## config.mk

```make
export PLATFORM = sky130hd
export DESIGN_NAME = intr_steer_ctrl
export DESIGN_NICKNAME = d
export VERILOG_FILES = /design/src/rtl/intr_steer_ctrl.sv
export SDC_FILE = /design/constraint.sdc
export NUM_CORES = 1
export LEC_CHECK = 0
export CORE_AREA = 2 2 395 240
export DETAILED_ROUTE_END_ITERATION = 10
export DIE_AREA = 0 0 397 242
export DONT_BUFFER_PORTS = 1
export PLACE_DENSITY_LB_ADDON = 0.2
export SYNTH_ARGS = -nofsm -noshare
export SYNTH_HDL_FRONTEND = slang
export SYNTH_SLANG_ARGS = --single-unit
export TNS_END_PERCENT = 100
```

## constraint.sdc

```tcl
create_clock -name clk -period 145 [get_ports clk]
set_input_delay 14.5 -clock clk [delete_from_list [all_inputs] [get_ports clk]]
set_output_delay 14.5 -clock clk [all_outputs]
set_load 0.05 [all_outputs]
```

## src/rtl/intr_steer_ctrl.sv

```systemverilog
module intr_steer_ctrl #(
  parameter int LINES  = 32,
  parameter int PRIO_W = 5,
  parameter int AW     = 8,
  parameter int DW     = 32
) (
  input  logic             clk,
  input  logic             rst_n,
  input  logic [LINES-1:0] req_in,
  input  logic             wr_en,
  input  logic             rd_en,
  input  logic [AW-1:0]    addr,
  input  logic [DW-1:0]    wdata,
  output logic [DW-1:0]    rdata,
  output logic             irq_o,
  output logic             fiq_o
);
  localparam int IDX_W = $clog2(LINES);
  localparam logic [AW-1:0] A_PEND    = AW'('h00);
  localparam logic [AW-1:0] A_MASK    = AW'('h04);
  localparam logic [AW-1:0] A_ICODE   = AW'('h10);
  localparam logic [AW-1:0] A_FCODE   = AW'('h14);
  localparam logic [AW-1:0] A_CTRL    = AW'('h18);
  localparam logic [AW-1:0] A_CFG0    = AW'('h1C);
  localparam logic [AW-1:0] A_CFG_END = AW'(28 + 4 * LINES);
  localparam logic [AW-1:0] A_SWSET   = AW'('h9C);

  logic [LINES-1:0]             pend_q, mask_q, lvl_q, steer_q, in_q;
  logic [LINES-1:0][PRIO_W-1:0] prio_q;
  logic [1:0]                   agr_q, out_q;
  logic [1:0][IDX_W-1:0]        code_q;
  logic [DW-1:0]                rdata_q;

  logic acc_ok, wr_ok, rd_ok, cfg_hit, ctrl_wr, ack_hit;
  logic [IDX_W-1:0] cfg_idx, ack_line;
  logic [DW-1:0]    sw_low, rd_val;
  logic [LINES-1:0] pend_nxt;
  logic [1:0][LINES-1:0]  cand;
  logic [1:0][IDX_W-1:0]  win;

  assign acc_ok   = (addr[1:0] == 2'b00);
  assign wr_ok    = wr_en & acc_ok;
  assign rd_ok    = rd_en & acc_ok;
  assign cfg_hit  = (addr >= A_CFG0) && (addr < A_CFG_END);
  assign cfg_idx  = IDX_W'((addr - A_CFG0) >> 2);
  assign ctrl_wr  = wr_ok && (addr == A_CTRL);
  assign ack_hit  = rd_ok && ((addr == A_ICODE) || (addr == A_FCODE));
  assign ack_line = (addr == A_FCODE) ? code_q[1] : code_q[0];
  assign sw_low   = wdata & (~wdata + 1'b1);

  assign cand[0] = pend_q & ~mask_q & ~steer_q;
  assign cand[1] = pend_q & ~mask_q &  steer_q;

  always_comb begin
    logic [PRIO_W-1:0] best;
    for (int p = 0; p < 2; p++) begin
      best   = '1;
      win[p] = '0;
      for (int i = 0; i < LINES; i++) begin
        if (cand[p][i] && (prio_q[i] <= best)) begin
          best   = prio_q[i];
          win[p] = IDX_W'(i);
        end
      end
    end
  end

  always_comb begin
    pend_nxt = pend_q | (~lvl_q & req_in & ~in_q) | (lvl_q & req_in);
    pend_nxt = pend_nxt & ~(lvl_q & in_q & ~req_in);
    if (wr_ok && (addr == A_SWSET)) pend_nxt = pend_nxt | sw_low[LINES-1:0];
    if (wr_ok && (addr == A_PEND))  pend_nxt = pend_nxt & (wdata[LINES-1:0] | (lvl_q & req_in));
    if (ack_hit && !lvl_q[ack_line]) pend_nxt[ack_line] = 1'b0;
  end

  always_comb begin
    rd_val = '0;
    if (acc_ok) begin
      if (cfg_hit) begin
        rd_val = DW'({prio_q[cfg_idx], lvl_q[cfg_idx], steer_q[cfg_idx]});
      end else begin
        case (addr)
          A_PEND:  rd_val = DW'(pend_q);
          A_MASK:  rd_val = DW'(mask_q);
          A_ICODE: rd_val = DW'(code_q[0]);
          A_FCODE: rd_val = DW'(code_q[1]);
          default: rd_val = '0;
        endcase
      end
    end
  end

  always_ff @(posedge clk or negedge rst_n) begin
    if (!rst_n) begin
      pend_q  <= '0;
      mask_q  <= '1;
      lvl_q   <= '0;
      steer_q <= '0;
      in_q    <= '0;
      prio_q  <= '0;
      agr_q   <= 2'b11;
      out_q   <= 2'b00;
      code_q  <= '0;
      rdata_q <= '0;
    end else begin
      pend_q  <= pend_nxt;
      in_q    <= req_in;
      rdata_q <= rd_en ? rd_val : '0;
      if (wr_ok && (addr == A_MASK)) mask_q <= wdata[LINES-1:0];
      if (wr_ok && cfg_hit) begin
        prio_q[cfg_idx]  <= wdata[PRIO_W+1:2];
        lvl_q[cfg_idx]   <= wdata[1];
        steer_q[cfg_idx] <= wdata[0];
      end
      for (int p = 0; p < 2; p++) begin
        if (ctrl_wr && wdata[p]) begin
          out_q[p] <= 1'b0;
          agr_q[p] <= 1'b1;
        end else if (agr_q[p] && (|cand[p])) begin
          out_q[p]  <= 1'b1;
          agr_q[p]  <= 1'b0;
          code_q[p] <= win[p];
        end
      end
    end
  end

  assign rdata = rdata_q;
  assign irq_o = out_q[0];
  assign fiq_o = out_q[1];
endmodule

```

# Word level (Yosys, flattened, before mapping)
# Index checks and enable logic that the tools add are counted.
# word_totals
register_bits,366
inputBits,76
out_inout_bits,34
word_cells,393
# op_classes
addsub,2
order_cmp,69
eq_ne,5
muxes,157
bitwise_logic,28
reduce_logical,88
# op_table
cell,n
$mux W5,125
$and A32 B32 Y32,12
$le A5 B5 Y1,62
$not A32 Y32,8
$mux W32,6
$bwmux W160,1
$or A32 B32 Y32,4
$pmux W32 S4,1
$logic_and A1 B1 Y1,78
$bwmux W32,2
$reduce_or A32 Y1,2
$add A32 B1 Y32 const B,1
$bmux W5 S5,1
$demux W5 S5,1
$eq A8 B5 Y1 const B,3
$bmux W1 S5,3
$mux W1,15
$lt A5 B6 Y1 const B,2
$demux W1 S5,2
$ge A5 B1 Y1 const B,2
$eq A8 B3 Y1 const B,1
$eq A8 B8 Y1 const B,1
$ge A8 B5 Y1 const B,1
$logic_not A8 Y1,1
10 further kinds,14

# Depth between registers and ports, before layout
# logic_depth
ltp_word,98
depth_mapped,287
mapped_depth_nobuf,270

# Worst setup path before layout
# Ideal clock, no wire load.
# synth_path
kind,reg-to-reg
start,register mask_q[0]
end,register code_q[8] (netlist bit)
setup_ns,0.133
t_arrival_ns,51.610
t_required_ns,144.867
path_slack_ns,93.257
path_stages_with_launch,265
path_buffers,11
synth_period_minus_slack_ns,51.743
path_cell_list,dfstp_2 -> nand3b_1 -> nor2_1 -> ha_1 -> or2b_2 -> mux2_4 -> or4_4 -> o31ai_1 -> nand2_1 -> o21ai_0 -> inv_1 -> ha_1 -> a21o_1 -> a21o_1 -> a221o_1 -> buf_2 -> mux2i_1 -> inv_1 -> (+229 left out) -> o21a_1 -> o21a_1 -> o21ai_0 -> nand2b_1 -> a21oi_1 -> clkbuf_1 -> mux2_2 -> ha_1 -> nor2b_1 -> o21a_1 -> o21ai_0 -> nand2b_1 -> a21oi_1 -> a31oi_1 -> o21ai_0 -> or2_2 -> nor4_1 -> a21oi_1
# synth_via
elab_chain_cells,98
elab_cells_between_ends,129
cone_classes,order compare (31); mux (60); bitwise (3); reduce/logical (35)
# synth_lines
element,line,rtl
start: declaration,28,"logic [LINES-1:0] pend_q, mask_q, lvl_q, steer_q, in_q;"
start signal: assignment,109,if (wr_ok && (addr == A_MASK)) mask_q <= wdata[LINES-1:0];
$not A32 Y32 (*),52,assign cand[1] = pend_q & ~mask_q & steer_q;
$and A32 B32 Y32 (*) (2 in series),52,
$logic_and A1 B1 Y1,60,if (cand[p][i] && (prio_q[i] <= best)) begin
$mux W5,60,
$le A5 B5 Y1,60,
$logic_and A1 B1 Y1,60,
$mux W5,60,
$le A5 B5 Y1,60,
(+81 left out),-,
$logic_and A1 B1 Y1,60,
$mux W5,60,
$le A5 B5 Y1,60,
$logic_and A1 B1 Y1,60,
$mux W5,60,
$le A5 B5 Y1,60,
$logic_and A1 B1 Y1,60,
$mux W5,60,
end signal: indexed assignment,122,code_q[p] <= win[p];
end: declaration,31,logic [1:0][IDX_W-1:0] code_q;
# Every way passes the cells marked *; elsewhere a longest branch is shown, timed or not.
# A chain may end at the register's enable or synchronous reset.

# Final worst setup path
# layout_path
start,register pend_q[0]
end,register code_q[3] (netlist bit)
# layout_via
elab_chain_cells,97
elab_cells_between_ends,128
cone_classes,order compare (31); mux (60); bitwise (2); reduce/logical (35)
# layout_lines
element,line,rtl
start: declaration,28,
start signal: assignment,106,pend_q <= pend_nxt;
$and A32 B32 Y32 (*) (2 in series),51,assign cand[0] = pend_q & ~mask_q & ~steer_q;
$logic_and A1 B1 Y1,60,
$mux W5,60,
$le A5 B5 Y1,60,
$logic_and A1 B1 Y1,60,
$mux W5,60,
$le A5 B5 Y1,60,
$logic_and A1 B1 Y1,60,
(+80 left out),-,
$logic_and A1 B1 Y1,60,
$mux W5,60,
$le A5 B5 Y1,60,
$logic_and A1 B1 Y1,60,
$mux W5,60,
$le A5 B5 Y1,60,
$logic_and A1 B1 Y1,60,
$mux W5,60,
# Marks and branches as above.

==> metrics.cfg <==
[status]
result_of_the_run = complete, but fails checks
violated_checks = max-slew violations

[logic_synthesis]
syn-num-nets = 4037
yosys_warn_count = 0
synth-compound-area-share = 0.223
synth_simple_gate_area_share = 0.203
synthXorXnorAreaFrac = 0.00408
synthFlopType = sky130_fd_sc_hd__dfrtp_1
synth_async_sr_flop_share = 1.00
post_synthesis_cells = 3708
cell_type_contributing_the_most_total_cell_area_after_synthesis = sky130_fd_sc_hd__dfrtp_1
synth_edf_count = 0
adder_cell_share_of_the_synthesized_area = 0.101
synth_top_family_by_area = compound AO/OA/AOI/OAI gates
synth.area.mux_share = 0.138
synth.yosys.seq_area_share = 0.286
synthDominantCellAreaShare = 0.258
synthTopCellsByArea = sky130_fd_sc_hd__dfrtp_1 (26%), sky130_fd_sc_hd__ha_1 (9.8%), sky130_fd_sc_hd__mux2_2 (7.9%), sky130_fd_sc_hd__nand2_1 (4.4%), sky130_fd_sc_hd__mux4_2 (3.9%)
ff_latch_count_synth = 366
ys_types = 110
netlist_area_mm2 = 0.0322
syn_avg_cell_area_um2 = 8.68

[clock_tree]
insertion_delay_ns = 0.62
cts_made_buffers = 42
clock_tree.buffer_depth = 3
cts_post_setup_buffers_inserted = 0
cts.hold.buffers_added = 0
cts.root.buffer_cell = sky130_fd_sc_hd__clkbuf_16
cts.clk_slew.worst_paths_ns = 0.07
cts_tree = done
htreeDepth = 2
post_cts_resized = 0
cts_sinks = 366

[critical_path]
cp-endpoint = code_q[3]
crit_start = pend_q[0]
worstPathMaxFanout = 15
worst-r2r-setup-slack_ns = 81.87
cp_common_cell = sky130_fd_sc_hd__ha_1
ff2ff_path_depth = 256
critical_path.reg2reg.startpoint = pend_q[0]
timing.critical_path.slowest_cell_delay_ns = 1.04
critPathLaunchType = register
timing.rr.end = code_q[3]
required_ns = 145.51
crit_slowest_cell = sky130_fd_sc_hd__a22oi_1
critical_path.endpoint_type = register
crit_path_dat_ns = 63.64
worst-setup-path-type = register to register

[final_layout]
finalNetCount = 3980
mostFrequentLayoutCells = sky130_fd_sc_hd__nand2_1 (374), sky130_fd_sc_hd__dfrtp_1 (332), sky130_fd_sc_hd__nor2_1 (324)
drive_above_1_share = 0.140
p_r_area_growth_vs_syn_pct = 8.85
mostFrequentLayoutCell = sky130_fd_sc_hd__nand2_1

[grt]
initial_antenna_violation_count = 15
grt_util_all_layers = 0.284
gr-usage-met3 = 0.111
first_pass_grt_wire_length_um = 202000
grt_start_max_net_pins = 367
grt_remaining_overflow = 0
grt_pass1_vias = 27700
gr-max-usage-layer = met1
gr-usage-met2 = 0.334
grt_util_met1 = 0.467

[placement]
io_buffers = 0
dp.final_hpwl_um = 108000
gpl_wtd_cong = 1.01

[die]
core_area_mm2 = 0.0929
floorplan.die.height_um = 242
ioPinCount = 110
initial_core_util = 0.347
die_area_mm2 = 0.0961
die_width_um = 397
core.rowCount = 87

[route]
viasPerCell = 6.21
routed-via-count = 30600
avgRoutedWirePerCell_um = 28.3
ant_nets = 0
totalWireLength_um = 140000
drt_pass1_iterations = 8
post-route-drc-count = 0
first_iter_violations = 3913

[timing]
setup_tns_ns = 0
final_skew_ns = 0.0267
hold_violations = 0
drv_slew = 94
tightestPinTransition_ns = 1.58
grt_setup_unrepaired = no
max_freq_mhz = 15.8
finalSetupViolations = 0
post-route-period-util = 0.435
relSlewSlack = -0.0511
min_period_ns = 63.13

[run]
max_cap_viol_count = 0

[min_path]
hold_path.class = register to register

==> area by class of cell <==
cell class / instances / area [um2]
diodes: 5 / 12.5
clock buffers: 58 / 1190
clock inverters: 20 / 363
fillers: 9446 / 57800
inverters: 200 / 751
multi-input cells: 2995 / 21600
flip-flops and latches: 366 / 9200
well taps: 1246 / 1560
repair buffers: 46 / 343
==> worst min path at each step <==
stage                     startpoint  endpoint  cells after the start
after floorplan             agr_q[0]  agr_q[0]                      2
after global placement      agr_q[0]  agr_q[0]                      2
after detailed placement    agr_q[0]  agr_q[0]                      2
after CTS                   agr_q[0]  agr_q[0]                      2
after global routing        agr_q[0]  agr_q[0]                      2
final                       agr_q[0]  agr_q[0]                      2
==> per-stage QoR <==
step | hold slack, ns | area [um2] | utilization | setup slack [ns] | std cells
finish | 0.469 | 35000 | 0.377 | 81.87 | 4936
global route | 0.471 | 35000 | 0.377 | 76.98 | 4931
CTS | 0.465 | 35000 | 0.377 | 83.24 | 4930
detailed placement | 0.454 | 33400 | 0.360 | 83.52 | 4852
global placement | 0.452 | 33400 | 0.360 | 82.53 | 4852
floorplan | 0.439 | 32200 | - | 93.26 | 3708
==> logic make-up after synthesis <==
group,count (synthesis)
xor+xnor,15
flops,366
buf+inv,347
simple gates,1302
fa+ha+maj,260
compound gates,1073
mux,345
==> registers in the layout, summed over array words and instances (netlist names) <==
signal   count
lvl_q       32
prio_q     160
agr_q        2
out_q        2
in_q        32
steer_q     32
mask_q      32
rdata       32
pend_q      32
code_q      10
==> Yosys cell counts (42+ instances only) <==
cell type,n
sky130_fd_sc_hd__inv_1,200
sky130_fd_sc_hd__o21ai_0,209
sky130_fd_sc_hd__mux2_2,227
sky130_fd_sc_hd__mux4_2,56
sky130_fd_sc_hd__nor2_1,326
sky130_fd_sc_hd__a211oi_1,48
sky130_fd_sc_hd__nor2b_1,50
sky130_fd_sc_hd__nand3_1,84
sky130_fd_sc_hd__ha_1,253
sky130_fd_sc_hd__dfrtp_1,332
sky130_fd_sc_hd__a21o_1,92
sky130_fd_sc_hd__and2_1,42
sky130_fd_sc_hd__a22oi_1,69
sky130_fd_sc_hd__a31oi_1,55
sky130_fd_sc_hd__a21oi_1,209
sky130_fd_sc_hd__and3_1,80
sky130_fd_sc_hd__clkbuf_1,96
sky130_fd_sc_hd__nor3_1,48
sky130_fd_sc_hd__nor3b_1,47
sky130_fd_sc_hd__mux2i_1,59
sky130_fd_sc_hd__o22ai_1,57
sky130_fd_sc_hd__nand2_1,375
sky130_fd_sc_hd__nand3b_1,59
==> per-layer routing <==
metal  share of wire  vias up
met5         0.00034        -
met4           0.015       10
met3            0.14      135
met2            0.34     1598
met1            0.50    15100
li1                -    13800
==> critical path: cells and delay by family, from the launching register on <==
family / cells / cell delay, ns
DFF: 1 / 0.49
buffers and inverters: 14 / 1.27
and+or+nand+nor: 65 / 14.06
AOI/OAI and AO/OA: 134 / 32.85
adders and majority gates: 32 / 9.26
muxes: 11 / 5.00
Power is left out: the tool's default activity adds up to more than one toggle a clock period on the data nets, which glitch-free logic cannot reach.
